File: src/rtl/mdrop_rx_pkg.sv
package mdrop_rx_pkg;
  typedef enum logic [1:0] {
    ST_IDLE  = 2'd0,
    ST_START = 2'd1,
    ST_DATA  = 2'd2,
    ST_STOP  = 2'd3
  } rx_state_e;

  typedef struct packed {
    logic [7:0] data;
    logic       bit8;
    logic       ferr;
  } rx_word_t;
endpackage

File: src/rtl/mdrop_rx_sync.sv
module mdrop_rx_sync #(
  parameter int STAGES = 2
) (
  input  logic clk,
  input  logic rst_n,
  input  logic din,
  output logic dout,
  output logic fall
);
  logic [STAGES-1:0] chain_q;
  logic              prev_q;

  always_ff @(posedge clk or negedge rst_n) begin
    if (!rst_n) begin
      chain_q <= '1;
      prev_q  <= 1'b1;
    end else begin
      chain_q <= {chain_q[STAGES-2:0], din};
      prev_q  <= chain_q[STAGES-1];
    end
  end

  assign dout = chain_q[STAGES-1];
  assign fall = prev_q & ~chain_q[STAGES-1];
endmodule

File: src/rtl/mdrop_rx_engine.sv
module mdrop_rx_engine
  import mdrop_rx_pkg::*;
#(
  parameter int OSR = 16
) (
  input  logic     clk,
  input  logic     rst_n,
  input  logic     run,
  input  logic     nine_bit_en,
  input  logic     tick,
  input  logic     rx,
  input  logic     fall,
  output logic     word_valid,
  output rx_word_t word
);
  localparam int CW  = $clog2(OSR);
  localparam int MID = OSR / 2;
  localparam logic [CW-1:0] C_SA   = CW'(MID - 1);
  localparam logic [CW-1:0] C_SB   = CW'(MID);
  localparam logic [CW-1:0] C_VOTE = CW'(MID + 1);
  localparam logic [CW-1:0] C_END  = CW'(OSR - 1);

  rx_state_e     state_q, state_d;
  logic [CW-1:0] cnt_q, cnt_d;
  logic [3:0]    idx_q, idx_d;
  logic          done_d, done_q;
  logic          smp_a_q, smp_b_q;
  logic [8:0]    shreg_q;
  logic          ferr_q;
  logic          vote;
  logic [3:0]    last_idx;

  assign vote     = (smp_a_q & smp_b_q) | (smp_a_q & rx) | (smp_b_q & rx);
  assign last_idx = nine_bit_en ? 4'd8 : 4'd7;

  always_comb begin
    state_d = state_q;
    cnt_d   = cnt_q;
    idx_d   = idx_q;
    done_d  = 1'b0;
    if (!run) begin
      state_d = ST_IDLE;
      cnt_d   = '0;
      idx_d   = '0;
    end else if (state_q == ST_IDLE) begin
      if (fall) begin
        state_d = ST_START;
        cnt_d   = '0;
      end
    end else if (tick) begin
      cnt_d = (cnt_q == C_END) ? '0 : cnt_q + 1'b1;
      if (cnt_q == C_VOTE) begin
        if (state_q == ST_START && vote) state_d = ST_IDLE;
        if (state_q == ST_STOP) begin
          state_d = ST_IDLE;
          done_d  = 1'b1;
        end
      end
      if (cnt_q == C_END) begin
        if (state_q == ST_START) begin
          state_d = ST_DATA;
          idx_d   = '0;
        end else if (state_q == ST_DATA) begin
          if (idx_q == last_idx) state_d = ST_STOP;
          else                   idx_d   = idx_q + 1'b1;
        end
      end
    end
  end

  always_ff @(posedge clk or negedge rst_n) begin
    if (!rst_n) begin
      state_q <= ST_IDLE;
      cnt_q   <= '0;
      idx_q   <= '0;
      done_q  <= 1'b0;
    end else begin
      state_q <= state_d;
      cnt_q   <= cnt_d;
      idx_q   <= idx_d;
      done_q  <= done_d;
    end
  end

  always_ff @(posedge clk or negedge rst_n) begin
    if (!rst_n) begin
      smp_a_q <= 1'b1;
      smp_b_q <= 1'b1;
      shreg_q <= '0;
      ferr_q  <= 1'b0;
    end else if (tick && state_q != ST_IDLE && run) begin
      if (cnt_q == C_SA) smp_a_q <= rx;
      if (cnt_q == C_SB) smp_b_q <= rx;
      if (cnt_q == C_VOTE && state_q == ST_DATA) shreg_q[idx_q] <= vote;
      if (cnt_q == C_VOTE && state_q == ST_STOP) ferr_q <= ~vote;
    end
  end

  assign word_valid = done_q;
  assign word.data  = shreg_q[7:0];
  assign word.bit8  = nine_bit_en & shreg_q[8];
  assign word.ferr  = ferr_q;

  assert_idle_when_off_R12: assert property (@(posedge clk) disable iff (!rst_n)
    !run |=> (state_q == ST_IDLE && !word_valid));
endmodule

File: src/rtl/mdrop_rx_buffer.sv
module mdrop_rx_buffer
  import mdrop_rx_pkg::*;
(
  input  logic       clk,
  input  logic       rst_n,
  input  logic       word_valid,
  input  rx_word_t   word,
  input  logic       nine_bit_en,
  input  logic       addr_det_en,
  input  logic       cont_rx_en,
  input  logic       rd_strobe,
  output logic [7:0] data,
  output logic       bit8,
  output logic       ready,
  output logic       ferr,
  output logic       ovr
);
  logic       accept, load, lose;
  logic       ready_d, ovr_d;

  assign accept = word_valid & ~(nine_bit_en & addr_det_en & ~word.bit8);
  assign load   = accept & (~ready | rd_strobe);
  assign lose   = accept & ready & ~rd_strobe;

  always_comb begin
    ready_d = ready;
    ovr_d   = ovr;
    if (rd_strobe) ready_d = 1'b0;
    if (load)      ready_d = 1'b1;
    if (lose)      ovr_d   = 1'b1;
    if (!cont_rx_en) ovr_d = 1'b0;
  end

  always_ff @(posedge clk or negedge rst_n) begin
    if (!rst_n) begin
      ready <= 1'b0;
      ovr   <= 1'b0;
    end else begin
      ready <= ready_d;
      ovr   <= ovr_d;
    end
  end

  always_ff @(posedge clk or negedge rst_n) begin
    if (!rst_n) begin
      data <= '0;
      bit8 <= 1'b0;
      ferr <= 1'b0;
    end else if (load) begin
      data <= word.data;
      bit8 <= word.bit8;
      ferr <= word.ferr;
    end
  end

  assert_drop_data_R4: assert property (@(posedge clk) disable iff (!rst_n)
    (word_valid && nine_bit_en && addr_det_en && !word.bit8 && !rd_strobe)
      |=> ($stable(data) && $stable(ready)));

  assert_overrun_hold_R8: assert property (@(posedge clk) disable iff (!rst_n)
    (word_valid && ready && !rd_strobe && cont_rx_en)
      |=> (ovr && $stable(data)));

  assert_read_clears_R6: assert property (@(posedge clk) disable iff (!rst_n)
    (rd_strobe && !word_valid) |=> !ready);
endmodule

File: src/rtl/mdrop_uart_rx.sv
module mdrop_uart_rx
  import mdrop_rx_pkg::*;
#(
  parameter int OSR         = 16,
  parameter int SYNC_STAGES = 2
) (
  input  logic       clk,
  input  logic       rst_n,
  input  logic       serial_en,
  input  logic       nine_bit_en,
  input  logic       cont_rx_en,
  input  logic       addr_det_en,
  input  logic       baud_tick,
  input  logic       rd_strobe,
  input  logic       rx_in,
  input  logic       irq_rx_en,
  input  logic       irq_periph_en,
  input  logic       irq_global_en,
  output logic [7:0] rx_data,
  output logic       rx_bit8,
  output logic       rx_ready,
  output logic       frame_err,
  output logic       overrun_err,
  output logic       irq
);
  logic     rx_s, rx_fall, run, word_valid;
  rx_word_t word;

  assign run = serial_en & cont_rx_en & ~overrun_err;

  mdrop_rx_sync #(.STAGES(SYNC_STAGES)) u_sync (
    .clk(clk), .rst_n(rst_n), .din(rx_in), .dout(rx_s), .fall(rx_fall)
  );

  mdrop_rx_engine #(.OSR(OSR)) u_engine (
    .clk(clk), .rst_n(rst_n), .run(run), .nine_bit_en(nine_bit_en),
    .tick(baud_tick), .rx(rx_s), .fall(rx_fall),
    .word_valid(word_valid), .word(word)
  );

  mdrop_rx_buffer u_buffer (
    .clk(clk), .rst_n(rst_n), .word_valid(word_valid), .word(word),
    .nine_bit_en(nine_bit_en), .addr_det_en(addr_det_en),
    .cont_rx_en(cont_rx_en), .rd_strobe(rd_strobe),
    .data(rx_data), .bit8(rx_bit8), .ready(rx_ready),
    .ferr(frame_err), .ovr(overrun_err)
  );

  assign irq = rx_ready & irq_rx_en & irq_periph_en & irq_global_en;

  assert_halt_on_overrun_R8: assert property (@(posedge clk) disable iff (!rst_n)
    overrun_err |-> !word_valid);

  assert_irq_needs_ready_R11: assert property (@(posedge clk) disable iff (!rst_n)
    $rose(irq) |-> (rx_ready && irq_global_en));
endmodule

File: config.mk
export PLATFORM = sky130hd
export DESIGN_NAME = mdrop_uart_rx
export DESIGN_NICKNAME = d
export VERILOG_FILES = /design/src/rtl/mdrop_rx_pkg.sv /design/src/rtl/mdrop_rx_sync.sv /design/src/rtl/mdrop_rx_engine.sv /design/src/rtl/mdrop_rx_buffer.sv /design/src/rtl/mdrop_uart_rx.sv
export SDC_FILE = /design/constraint.sdc
export NUM_CORES = 1
export LEC_CHECK = 0
export ABC_AREA = 1
export ABC_CLOCK_PERIOD_IN_PS = 2200
export CORE_UTILIZATION = 55
export DETAILED_ROUTE_END_ITERATION = 10
export GPL_ROUTABILITY_DRIVEN = 0
export PLACE_DENSITY = 0.85
export SLEW_MARGIN = 20
export SYNTH_ARGS = -nofsm -noshare
export SYNTH_HDL_FRONTEND = slang
export SYNTH_SLANG_ARGS = --single-unit
File: constraint.sdc
create_clock -name clk -period 2.2 [get_ports clk]
set_input_delay 0.55 -clock clk [delete_from_list [all_inputs] [get_ports clk]]
set_output_delay 0.55 -clock clk [all_outputs]
set_load 0.005 [all_outputs]
==> results.md <==
- Status: completed
- Number of clock buffers inserted by TritonCTS: 5
- I/O pin count: 25
- Total number of placement rows: 21
- Power consumption: 0.00130 W
- Classification of the worst-slack hold path: in2async
- Worst path bufs/invs: 2
- Antenna violations before repair: 0
- Maximum fanout encountered on the critical timing path: 1
- GRT Resource Usage Total: 21.5%
- Final standard cell count with taps included and fillers excluded: 314
- 1st-iter DRT viols: 73
- Power density normalized to cell area: around 550 nW/µm²
- Via count of the first global-routing pass: 1,490
- Library cells used by synthesis: 28
- Cell family contributing the most delay on the critical path: buffers and inverters
- Setup violation total in the final timing report: 0
- Critical path required time: 1.65 ns
- Routed via count: about 1,600
- Post-layout utilization of the core: 68.6%
- Routed Wire Length: 3.63 mm
- Post-CTS setup repair buffer count: 0
- Count of buffers inserted at the top-level ports: 24
- Detail Route Antenna Nets: 0
- Post-Syn Instances: 240
- Routed wire length per instance: 11.6 µm
- Synth Register Bits: 38
- Number of filler cells placed in the layout: 268
- Final slew viol count: 0
- # placed instances: between 300 and 400
- RSZ-0062 raised after global routing: no
- Via-to-Cell Ratio: slightly above 5
- Leakage: 1.10 nW
- Share of post-route cells with drive strength above 1: 14.6%
- Number of maximum-capacitance violations: 0
- Least-Margin Pin Slew: 0.800 ns
- Nets@finish: roughly 290
- Slowest cell on crit path: clkdlybuf4s50_1
- N_diodes: 0
- Horizontal extent of the die: 62.4 µm
- Starting Density: 58.7%
- Post-Place Setup Slack: 0.00331 ns
- DR pass1 iterations: 4
- Maximum clock frequency: around 550 MHz
- Relative max-transition margin: 46.7%
- Avg Synthesized Cell Area: about 8.4 µm²
- Shortest clock period the worst path allows after layout: ~1.8 ns
- Die outline area: around 4000 µm²
- Final worst-path setup slack: approximately 0.38 ns
- Post-route fraction of the period consumed by the critical path: 82.8%
- Slowest cell delay on critical path: 0.46 ns
- Floorplan die height: 62.4 µm
- Kind of launch point of the worst setup path: input port
- Detailed placement HPWL: 2.73 mm
- Fin. Hold Viols: 0
- Clock sink count: 38
- Layout Area Growth over Synthesis: 16.9%
- Later-pin clock latency in the skew report: between 0.3 and 0.4 ns
- Post-detailed-route DRC marker count: 0
- IR Drop Worst-Case VDD: slightly below 300 µV
- Total negative slack for setup checks: 0 ns
- Post-synthesis net count: 259
- Setup skew after layout: 0.0108 ns
- Type of the setup path with the least slack: in2out
- Largest net degree at the start of global routing: 39
- Sequential area share after synthesis: 47.7%
- Crit path DAT: 1.27 ns
- Clock Tree Root: clkbuf_4
- Number of synthesis warnings: 0
- First-pass GRT wire length: 6.51 mm
- Core ar.: roughly 3400 µm²
- Maximum buffer depth of the clock tree: 2
- Post-CTS clock slew at the launch and capture registers of the worst setup and hold paths: ~0.12 ns
- Category of the worst setup path capture point: primary output
- Total global routing overflow: 0
- Netlist area before placement: 2010 µm²
- Sequence of cells on the critical path: clkdlybuf4s50_1, nand2_1, nor2_1, dlymetal6s2s_1
- H-tree levels: 2
- CTS tree: yes
[worst paths after layout]
kind	slack [ns]	end	depth (start not counted)	startpoint
hold reg to reg	0.37	u_sync.chain_q[1]	0	u_sync.chain_q[0]
max in group asynchronous	1.42	u_buffer.ready	1	rst_n
setup / recovery	0.38	irq	4	irq_rx_en
setup reg to reg	0.70	u_engine.shreg_q[0]	7	u_engine.state_q[0]
hold / removal	0.27	u_engine.idx_q[2]	1	rst_n
min in group clk	0.37	u_sync.chain_q[1]	0	u_sync.chain_q[0]
[synth_stat cells, drive strengths merged]
cell / n / area, µm²
or2: 1 / 6.26
inv: 23 / 86.3
nand2: 82 / 330
dfstp: 5 / 131
nand4: 12 / 81.3
a21boi: 1 / 7.51
buf: 5 / 46.3
ha: 7 / 87.6
dfrtp: 33 / 826
clkinv: 1 / 3.75
nor3: 2 / 10.0
a21oi: 4 / 20.0
nor2: 23 / 128
o31ai: 1 / 7.51
nand3: 23 / 138
o21ai: 17 / 96.4
[layer usage]
metal | routed length [µm] | global-route usage, % | vias to the layer above
met4 | 61 | 9.30 | 0
met3 | 177 | 5.47 | 6
met2 | 1770 | 35.0 | 43
met1 | 1620 | 27.2 | 733
met5 | 0 | 0 | -
li1 | - | - | 834
[flip-flops by register name, summed over array words and instances, names as in the netlist]
| register | flops |
|---|---|
| u_engine.shreg_q | 9 |
| u_engine.cnt_q | 4 |
| u_engine.smp_b_q | 1 |
| u_engine.ferr_q | 1 |
| u_buffer.ready | 1 |
| u_buffer.data | 8 |
| u_sync.prev_q | 1 |
| u_engine.word_valid | 1 |
| u_engine.idx_q | 4 |
| u_engine.smp_a_q | 1 |
| u_engine.state_q | 2 |
| u_buffer.ovr | 1 |
| u_buffer.bit8 | 1 |
| u_sync.chain_q | 2 |
| u_buffer.ferr | 1 |
[cell usage in the layout, fill, tap and decap left out, types with 2 or more instances in the layout]
master / Yosys / layout
nand3_2: 2 / 2
clkbuf_4: 0 / 5
dfstp_2: 5 / 5
o21ai_1: 16 / 16
nor2_4: 3 / 3
nand3_1: 20 / 20
a21oi_1: 4 / 4
clkinvlp_4: 0 / 2
nor2_1: 18 / 18
inv_1: 15 / 15
nand2_1: 77 / 77
inv_2: 8 / 8
nand2_2: 3 / 3
nand4_1: 11 / 11
clkdlybuf4s50_1: 0 / 22
nand2_4: 2 / 2
nor3_1: 2 / 2
ha_1: 7 / 7
dfrtp_1: 33 / 33
[report_power, final]
part	total [W]	leakage (nW)	switching (W)	internal [W]
combinational	0.000100	0.560	0.0000617	0.0000383
sequential	0.000722	0.506	0.0000133	0.000709
clock	0.000479	0.0374	0.000241	0.000238
total	0.00130	1.10	0.000315	0.000985
[stage by stage]
stage / hold WS [ns] / cell area (µm²)
3_5_place_dp: 0.353 / 2260
3_3_place_gp: 0.349 / 2260
6_report: 0.274 / 2340
4_1_cts: 0.294 / 2340
2_1_floorplan: 0.254 / 2010
5_1_grt: 0.324 / 2340
[final cells by class]
type,count,area (µm²),area share [%]
Tap cell,46,57.6,2.45
Clock inverter,3,45.0,1.92
Inverter,24,90.1,3.84
Multi-Input combinational cell,173,912,38.9
Timing Repair Buffer,25,245,10.5
Sequential cell,38,957,40.8
Clock buffer,5,37.5,1.60
[worst register-to-register path: stages (launching register included)]
cell	delay [ns]
dfrtp_1	0.57
inv_2	0.10
nand2_4	0.08
nand2_4	0.08
nor2_4	0.23
nand4_1	0.17
nand2_1	0.10
o21ai_1	0.07
[timing repair]
item,CTS,global route
gates resized for setup,0,1
endpoints found under the hold margin,0,0
hold buffers,0,0
endpoints found under the setup margin,0,1
[logic make-up (layout without fill, tap and decap cells)]
kind of cell	Yosys count	count (layout)	share of synthesized area [%]
adder cells (fa/ha/maj)	7	7	4.37
flip-flops	38	38	47.7
AO/OA/AOI/OAI	23	23	6.55
AND/OR/NAND/NOR	143	143	34.6
buffers and inverters	29	57	6.80
Power figures use the tool's default switching activity.
